File: config.mk
export PLATFORM = sky130hd
export DESIGN_NAME = hazard_interlock
export DESIGN_NICKNAME = d
export VERILOG_FILES = /design/src/rtl/hzd_pkg.sv /design/src/rtl/hzd_classify.sv /design/src/rtl/hzd_dest_dec.sv /design/src/rtl/hzd_src_dec.sv /design/src/rtl/hzd_cmp.sv /design/src/rtl/hazard_interlock.sv
export SDC_FILE = /design/constraint.sdc
export NUM_CORES = 1
export LEC_CHECK = 0
export BUFFER_PORTS_ARGS = -buffer_cell sky130_fd_sc_hd__buf_2
export CORE_UTILIZATION = 37
export DETAILED_ROUTE_END_ITERATION = 10
export PLACE_DENSITY = 0.85
export SLEW_MARGIN = 10
export SYNTH_ARGS = -nofsm -noshare
export SYNTH_HDL_FRONTEND = slang
export SYNTH_SLANG_ARGS = --single-unit
export TNS_END_PERCENT = 100
File: constraint.sdc
create_clock -name vclk -period 1.9
set_clock_uncertainty 0.05 [all_clocks]
set_input_delay 0 -clock vclk [all_inputs]
set_output_delay 0 -clock vclk [all_outputs]
set_load 0.05 [all_outputs]
File: src/rtl/hzd_pkg.sv
package hzd_pkg;
   typedef enum logic [3:0] {
      CL_NONE,
      CL_ALU,
      CL_ALUI,
      CL_LOAD,
      CL_STORE,
      CL_BRZ,
      CL_JUMP,
      CL_JLINK,
      CL_JREG,
      CL_JLREG
   } insn_class_e;

   localparam logic [5:0] DEF_OP_RTYPE   = 6'h00;
   localparam logic [5:0] DEF_OP_JUMP    = 6'h02;
   localparam logic [5:0] DEF_OP_JLINK   = 6'h03;
   localparam logic [5:0] DEF_OP_BRZ     = 6'h04;
   localparam logic [5:0] DEF_OP_JREG    = 6'h06;
   localparam logic [5:0] DEF_OP_JLREG   = 6'h07;
   localparam logic [5:0] DEF_OP_ALUI_LO = 6'h08;
   localparam logic [5:0] DEF_OP_ALUI_HI = 6'h0F;
   localparam logic [5:0] DEF_OP_LOAD    = 6'h23;
   localparam logic [5:0] DEF_OP_STORE   = 6'h2B;
endpackage

File: src/rtl/hzd_classify.sv
module hzd_classify
   import hzd_pkg::*;
#(
   parameter int OP_W = 6,
   parameter logic [OP_W-1:0] OP_RTYPE   = DEF_OP_RTYPE,
   parameter logic [OP_W-1:0] OP_JUMP    = DEF_OP_JUMP,
   parameter logic [OP_W-1:0] OP_JLINK   = DEF_OP_JLINK,
   parameter logic [OP_W-1:0] OP_BRZ     = DEF_OP_BRZ,
   parameter logic [OP_W-1:0] OP_JREG    = DEF_OP_JREG,
   parameter logic [OP_W-1:0] OP_JLREG   = DEF_OP_JLREG,
   parameter logic [OP_W-1:0] OP_ALUI_LO = DEF_OP_ALUI_LO,
   parameter logic [OP_W-1:0] OP_ALUI_HI = DEF_OP_ALUI_HI,
   parameter logic [OP_W-1:0] OP_LOAD    = DEF_OP_LOAD,
   parameter logic [OP_W-1:0] OP_STORE   = DEF_OP_STORE
) (
   input  logic [OP_W-1:0] op_i,
   output insn_class_e     cls_o
);
   always_comb begin
      cls_o = CL_NONE;
      if (op_i == OP_RTYPE)                              cls_o = CL_ALU;
      else if (op_i >= OP_ALUI_LO && op_i <= OP_ALUI_HI) cls_o = CL_ALUI;
      else if (op_i == OP_LOAD)                          cls_o = CL_LOAD;
      else if (op_i == OP_STORE)                         cls_o = CL_STORE;
      else if (op_i == OP_BRZ)                           cls_o = CL_BRZ;
      else if (op_i == OP_JUMP)                          cls_o = CL_JUMP;
      else if (op_i == OP_JLINK)                         cls_o = CL_JLINK;
      else if (op_i == OP_JREG)                          cls_o = CL_JREG;
      else if (op_i == OP_JLREG)                         cls_o = CL_JLREG;
   end
endmodule

File: src/rtl/hzd_dest_dec.sv
module hzd_dest_dec
   import hzd_pkg::*;
#(
   parameter int REG_AW   = 5,
   parameter int LINK_REG = 31
) (
   input  insn_class_e       cls_i,
   input  logic [REG_AW-1:0] rt_i,
   input  logic [REG_AW-1:0] rd_i,
   output logic              we_o,
   output logic [REG_AW-1:0] ws_o
);
   localparam logic [REG_AW-1:0] LINK_IDX = REG_AW'(LINK_REG);

   always_comb begin
      ws_o = '0;
      we_o = 1'b0;
      unique case (cls_i)
         CL_ALU:            begin ws_o = rd_i;     we_o = (rd_i != '0); end
         CL_ALUI, CL_LOAD:  begin ws_o = rt_i;     we_o = (rt_i != '0); end
         CL_JLINK, CL_JLREG: begin ws_o = LINK_IDX; we_o = 1'b1; end
         default:           begin ws_o = '0;       we_o = 1'b0; end
      endcase
   end
endmodule

File: src/rtl/hzd_src_dec.sv
module hzd_src_dec
   import hzd_pkg::*;
(
   input  insn_class_e cls_i,
   output logic        re1_o,
   output logic        re2_o
);
   always_comb begin
      unique case (cls_i)
         CL_ALU, CL_STORE: re1_o = 1'b1;
         CL_ALUI, CL_LOAD, CL_BRZ, CL_JREG, CL_JLREG: re1_o = 1'b1;
         default: re1_o = 1'b0;
      endcase
      re2_o = (cls_i == CL_ALU) || (cls_i == CL_STORE);
   end
endmodule

File: src/rtl/hzd_cmp.sv
module hzd_cmp #(
   parameter int REG_AW = 5
) (
   input  logic [REG_AW-1:0] src_i,
   input  logic              re_i,
   input  logic [REG_AW-1:0] ws_i,
   input  logic              we_i,
   output logic              hit_o
);
   assign hit_o = re_i && we_i && (src_i == ws_i);
endmodule

File: src/rtl/hazard_interlock.sv
module hazard_interlock
   import hzd_pkg::*;
#(
   parameter int INSN_W   = 32,
   parameter int OP_W     = 6,
   parameter int REG_AW   = 5,
   parameter int LINK_REG = 31,
   parameter logic [OP_W-1:0] OP_RTYPE   = DEF_OP_RTYPE,
   parameter logic [OP_W-1:0] OP_JUMP    = DEF_OP_JUMP,
   parameter logic [OP_W-1:0] OP_JLINK   = DEF_OP_JLINK,
   parameter logic [OP_W-1:0] OP_BRZ     = DEF_OP_BRZ,
   parameter logic [OP_W-1:0] OP_JREG    = DEF_OP_JREG,
   parameter logic [OP_W-1:0] OP_JLREG   = DEF_OP_JLREG,
   parameter logic [OP_W-1:0] OP_ALUI_LO = DEF_OP_ALUI_LO,
   parameter logic [OP_W-1:0] OP_ALUI_HI = DEF_OP_ALUI_HI,
   parameter logic [OP_W-1:0] OP_LOAD    = DEF_OP_LOAD,
   parameter logic [OP_W-1:0] OP_STORE   = DEF_OP_STORE
) (
   input  logic [INSN_W-1:0] insn_d,
   input  logic [INSN_W-1:0] insn_e,
   input  logic [INSN_W-1:0] insn_m,
   input  logic [INSN_W-1:0] insn_w,
   output logic              stall
);
   localparam int NST    = 4;
   localparam int NLATER = NST - 1;
   localparam int OP_LSB = INSN_W - OP_W;
   localparam int RS_LSB = OP_LSB - REG_AW;
   localparam int RT_LSB = RS_LSB - REG_AW;
   localparam int RD_LSB = RT_LSB - REG_AW;

   if (RD_LSB < 0) begin : g_bad_width
      $error("instruction word too narrow for opcode and three register fields");
   end
   if (LINK_REG >= (1 << REG_AW) || LINK_REG < 1) begin : g_bad_link
      $error("link register index out of range");
   end
   if (OP_ALUI_LO > OP_ALUI_HI) begin : g_bad_alui
      $error("immediate ALU opcode range is empty");
   end

   logic [INSN_W-1:0] insn_a [NST];
   insn_class_e       cls_a  [NST];
   logic [NLATER-1:0] hit_rs;
   logic [NLATER-1:0] hit_rt;
   logic              re1_d;
   logic              re2_d;

   assign insn_a[0] = insn_d;
   assign insn_a[1] = insn_e;
   assign insn_a[2] = insn_m;
   assign insn_a[3] = insn_w;

   for (genvar s = 0; s < NST; s++) begin : g_cls
      hzd_classify #(
         .OP_W(OP_W), .OP_RTYPE(OP_RTYPE), .OP_JUMP(OP_JUMP), .OP_JLINK(OP_JLINK),
         .OP_BRZ(OP_BRZ), .OP_JREG(OP_JREG), .OP_JLREG(OP_JLREG),
         .OP_ALUI_LO(OP_ALUI_LO), .OP_ALUI_HI(OP_ALUI_HI),
         .OP_LOAD(OP_LOAD), .OP_STORE(OP_STORE)
      ) u_cls (
         .op_i (insn_a[s][OP_LSB +: OP_W]),
         .cls_o(cls_a[s])
      );
   end

   hzd_src_dec u_src (
      .cls_i(cls_a[0]),
      .re1_o(re1_d),
      .re2_o(re2_d)
   );

   for (genvar s = 1; s < NST; s++) begin : g_later
      logic              we_s;
      logic [REG_AW-1:0] ws_s;

      hzd_dest_dec #(.REG_AW(REG_AW), .LINK_REG(LINK_REG)) u_dst (
         .cls_i(cls_a[s]),
         .rt_i (insn_a[s][RT_LSB +: REG_AW]),
         .rd_i (insn_a[s][RD_LSB +: REG_AW]),
         .we_o (we_s),
         .ws_o (ws_s)
      );

      hzd_cmp #(.REG_AW(REG_AW)) u_cmp_rs (
         .src_i(insn_a[0][RS_LSB +: REG_AW]),
         .re_i (re1_d),
         .ws_i (ws_s),
         .we_i (we_s),
         .hit_o(hit_rs[s-1])
      );

      hzd_cmp #(.REG_AW(REG_AW)) u_cmp_rt (
         .src_i(insn_a[0][RT_LSB +: REG_AW]),
         .re_i (re2_d),
         .ws_i (ws_s),
         .we_i (we_s),
         .hit_o(hit_rt[s-1])
      );
   end

   assign stall = (|hit_rs) || (|hit_rt);
endmodule

==> flow_summary.ini, run 1 <==
[placed_design]
place_area_um2 = 1650
gp_congestion = 0.913
dpl.hpwl_mm = 3.22
io_buffers = 65

[synthesis]
syn_avg_cell_area_um2 = 6.90
ys.warnings.count = 0
postSynthCellCount = 171
syn-cell-area_um2 = 1180
ys_types = 44
synth-seq-area-share_pct = 0
synth_nets = 299

[worst_setup_path]
end_kind = primary output
cp_max_fo = 5
cp-start-kind = primary input
required_ns = 1.85
critical_path_class = primary input to primary output
arrival_ns = 1.79

[drt]
drc = 0
viasPerCell = 5.91
wl_met3_um = 237
dr.first_iter.drc_count = 66
wire_per_inst_um = 13.3
drt_wl_total_mm = 3.92
drt-pass1-iter-count = 4
ant_nets = 0
routed.top_layer = met4
dr_total_vias = 1742
wl_met2_mm = 1.98
drt-met1-wl_mm = 1.66

[global_route]
grt_max_degree = 9
grt_first_pass_wirelength_mm = 6.13
grt_pass1_vias = 1521
grt_use_total_pct = 21.9
antenna_found_initial = 0
overflow = 0

[layout]
ff_latch_area_um2 = 0
multiInputGateArea_um2 = 1210
fin_util_pct = 58.1
area_growth_pct = 49.0
fin_area_um2 = 1760
final_nets = 381
clkbuf_count = 0
nFlopsAndLatches = 0
fillers = 303
drive_above_1_share_pct = 42.2
antenna_cells = 0

[timing]
finalMaxSlewViolations = 0
finalSetupViolCount = 0
tightest_slew_ns = 0.475
fin_tns_setup_ns = 0
final.period_utilization_pct = 97.1
rsz0062_at_grt = yes
min_period_ns = 1.84
hold_viol_final = 0
slew_headroom_pct = 68.1
max_freq_ghz = 0.542

[floorplanning]
rows = 20
dieArea_um2 = 3420
start_util_pct = 39.0
core-area_um2 = 3030
num_io_pins = 129
die_w_um = 58.5
die_h_um = 58.5

[pwr]
power_density_nw_per_um2 = 171
vdd_ir_drop_max_v = 0.0000847
intPower_mw = 0.144
switchingPower_mw = 0.157
pwr-share-seq_pct = 0
power_switching_share_pct = 52.1
clock_power_share_pct = 0
p_comb_share_pct = 100.0
p_leak_nw = 0.770

[status]
outcome = finished clean

[clock_network]
postCtsHoldBufs = 0

[flow_run]
drv_cap = 0

[worst_hold_path]
min-delay-path-class = primary input to primary output
cell usage in the layout (no fill, tap or decap), types with 3 or more instances in the layout:
cell / count
a211oi_2: 3
a21oi_1: 6
a31o_1: 5
a31o_2: 3
and2_1: 5
and3_1: 7
and3b_1: 3
buf_2: 63
buf_4: 16
inv_1: 9
nand2_1: 10
nand3_1: 14
nand4_1: 18
nor2_1: 7
nor3_1: 7
nor4_1: 6
o211ai_1: 4
o21ai_2: 3
o311ai_1: 4
o311ai_2: 3
or4_1: 5
xnor2_1: 9
xor2_1: 9
power groups by stage:
| stage | Combinational, mW | Clock (mW) | Sequential (mW) |
|---|---|---|---|
| 6_report | 0.301 | 0 | 0 |
| 5_1_grt | 0.329 | 0 | 0 |
| 4_1_cts | 0.277 | 0 | 0 |
| 3_5_place_dp | 0.273 | 0 | 0 |
| 3_3_place_gp | 0.266 | 0 | 0 |
| 2_1_floorplan | 0.131 | 0 | 0 |
path summary, 6_finish.rpt:
| kind | endpoint | cells past startpoint | slack, ns | start |
|---|---|---|---|---|
| min | stall | 5 | 0.44 | insn_d[30] |
| max | stall | 9 | 0.06 | insn_m[30] |
metal layers:
layer,track usage (%),vias to the layer above
li1,-,865
met1,27.9,803
met2,42.0,66
met3,1.10,8
met4,1.36,0
met5,0,-
final cells by class:
cell class / count / share of cell area, %
multi-input combinational: 161 / 68.9
timing repair buffer: 81 / 26.0
tap: 44 / 3.13
inverter: 9 / 1.92
worst max-delay path, cell delays in order:
cell	delay, ns
buf_2	0.12
nor3b_1	0.43
and3_1	0.27
nor3_1	0.08
xnor2_1	0.13
nor4_1	0.31
a41oi_1	0.16
nand3_1	0.13
buf_6	0.16
cell usage after synthesis (2+ instances only):
| cell type | instances | area (um^2) |
|---|---|---|
| nand4_1 | 18 | 113 |
| nand3_1 | 14 | 70.1 |
| nand2_1 | 10 | 37.5 |
| xnor2_1 | 10 | 87.6 |
| inv_1 | 9 | 33.8 |
| xor2_1 | 9 | 78.8 |
| nor2_1 | 8 | 30.0 |
| and3_1 | 7 | 43.8 |
| nor3_1 | 7 | 35.0 |
| nor4_1 | 7 | 43.8 |
| a21oi_1 | 6 | 30.0 |
| a31o_1 | 5 | 43.8 |
| and2_1 | 5 | 31.3 |
| o311ai_1 | 5 | 43.8 |
| or4_1 | 5 | 37.5 |
| o211ai_1 | 4 | 30.0 |
| o21ai_1 | 4 | 20.0 |
| a211oi_2 | 3 | 37.5 |
| a31o_2 | 3 | 26.3 |
| and3b_1 | 3 | 26.3 |
| o311ai_2 | 3 | 48.8 |
| nor2b_1 | 2 | 12.5 |
| nor4_2 | 2 | 25.0 |
| o31a_1 | 2 | 17.5 |
what timing repair did:
item                                   CTS  global route
buffers inserted                         0             3
setup endpoints to repair                1             1
pin swaps                                0             6
gates resized for setup                  2            13
endpoints found under the hold margin    0             0
metrics by stage:
step / hold slack (ns) / std cells / worst slack (ns) / total power, mW
finish: 0.438 / 295 / 0.0558 / 0.301
global route: 0.499 / 295 / -0.0555 / 0.329
CTS: 0.460 / 292 / 0.0419 / 0.277
detailed placement: 0.477 / 292 / -0.0543 / 0.273
global placement: 0.460 / 292 / -0.0223 / 0.266
floorplan: 0.439 / 171 / 0.102 / 0.131
cells by family after synthesis:
kind of cell,count (synthesis),share of synthesized area [%]
AO/OA/AOI/OAI,42,29.6
XOR/XNOR,19,14.1
buffers and inverters,10,3.50
multiplexers,2,1.80
AND/OR/NAND/NOR,98,51.0
(Power assumes the default switching activity.)
==> inputs of run 2 (changes only) <==
--- a/config.mk
+++ b/config.mk
@@ -10,5 +10,5 @@
 export DETAILED_ROUTE_END_ITERATION = 10
 export PLACE_DENSITY = 0.85
-export SLEW_MARGIN = 10
+export SLEW_MARGIN = 20
 export SYNTH_ARGS = -nofsm -noshare
 export SYNTH_HDL_FRONTEND = slang
==> constraint.sdc (replaced) <==
create_clock -name vclk -period 1.9
set_clock_uncertainty 0.05 [all_clocks]
set_input_delay 0 -clock vclk [all_inputs]
set_output_delay 0 -clock vclk [all_outputs]
set_load 0.01 [all_outputs]
==> run 2 against run 1 <==
  * Sequential share of layout area unchanged
  * Worst setup slack better by 0.012 ns
  * Cell area is 3.8% lower
  * Wire length decreased by 0.61%
==> flow_summary.ini, run 2 (synthesis results as in run 1) <==
[status]
outcome = finished clean

[layout]
clkbuf_count = 0
fin_area_um2 = 1690
ff_latch_area_um2 = 0
drive_above_1_share_pct = 39.8
area_growth_pct = 43.4
mostFrequentLayoutCell = buf_2
nFlopsAndLatches = 0
mostFrequentLayoutCells = buf_2 (65), nand4_1 (18), nand3_1 (14), nand2_1 (10), xnor2_1 (10)
final_nets = 374
antenna_cells = 0
fin_util_pct = 55.9

[worst_setup_path]
critical_path_class = primary input to primary output
required_ns = 1.85
cp-start-kind = primary input
end_kind = primary output
cp_max_fo = 6
arrival_ns = 1.78

[drt]
viasPerCell = 5.83
wire_per_inst_um = 13.5
drc = 0
drt-pass1-iter-count = 4
dr.first_iter.drc_count = 64
ant_nets = 0
drt_wl_total_mm = 3.90
dr_total_vias = 1679

[pwr]
switchingPower_mw = 0.156
intPower_mw = 0.133
clock_power_share_pct = 0
power_density_nw_per_um2 = 171
pwr-share-seq_pct = 0
power_switching_share_pct = 54.0
vdd_ir_drop_max_v = 0.0000970
p_leak_nw = 0.728
p_comb_share_pct = 100.0

[timing]
timing.hold.ws_ns = 0.392
min_period_ns = 1.83
tightest_slew_ns = 0.569
hold_viol_final = 0
final.period_utilization_pct = 96.4
finalSetupViolCount = 0
slew_headroom_pct = 61.8
max_freq_ghz = 0.546
finalMaxSlewViolations = 0
fin_ws_ns = 0.0681

[floorplanning]
die_h_um = 58.5
core-area_um2 = 3030
die_w_um = 58.5
dieArea_um2 = 3420
num_io_pins = 129
start_util_pct = 39.0
rows = 20

[global_route]
grt_use_total_pct = 20.9
grt_max_degree = 11
antenna_found_initial = 0
overflow = 0
grt_pass1_vias = 1417
grt_first_pass_wirelength_mm = 5.85

[placed_design]
io_buffers = 65
dp_slack_ns = 0.0359
place_area_um2 = 1610
dpl.hpwl_mm = 3.17
gp_congestion = 0.893

[worst_hold_path]
min-delay-path-class = primary input to primary output

[flow_run]
drv_cap = 0
-- run 2: cell types whose count changed in the layout (fill, tap and decap cells not counted), sizes merged --
cell,previous run,this run
buf,81,74
-- run 2: final timing paths --
path | endpoint | slack, ns | depth (start not counted) | startpoint
setup / recovery | stall | 0.07 | 10 | insn_e[28]
hold / removal | stall | 0.39 | 5 | insn_d[30]
-- run 2: per-stage QoR --
stage | cells | power (mW) | setup TNS, ns
after floorplan | 171 | 0.130 | 0
after CTS | 286 | 0.266 | 0
after global placement | 286 | 0.257 | 0
after global routing | 288 | 0.313 | -0.0304
after detailed placement | 286 | 0.265 | 0
final | 288 | 0.289 | 0
-- run 2: what timing repair did --
item	4_1_cts	5_1_grt
setup endpoints to repair	0	1
buffers inserted	0	2
gates resized for setup	0	10
hold buffers	0	0
endpoints found under the hold margin	0	0
-- run 2: per-layer routing --
metal / vias to the layer above / global-route usage, % / routed length, um
met5: - / 0 / 0
met4: 0 / 1.70 / 23
met3: 2 / 0.440 / 267
met2: 74 / 38.3 / 1950
met1: 754 / 28.6 / 1660
li1: 849 / - / -
-- run 2: final cells by class --
type,count,area (um^2)
fill,313,1340
inverter,9,33.8
multi-input combinational,161,1210
tap,44,55.1
timing repair buffer,74,393
-- run 2: power by group through the flow --
stage / Sequential (mW) / Combinational (mW) / Clock [mW]
final: 0 / 0.289 / 0
after floorplan: 0 / 0.130 / 0
after detailed placement: 0 / 0.265 / 0
after CTS: 0 / 0.266 / 0
after global routing: 0 / 0.313 / 0
after global placement: 0 / 0.257 / 0
-- run 2: critical path: stages --
cell,delay (ns)
buf_2,0.10
nand4b_1,0.16
mux2_4,0.33
o311ai_1,0.31
buf_4,0.19
xor2_1,0.19
nor4_2,0.06
a211oi_2,0.18
nand3_1,0.09
buf_2,0.15
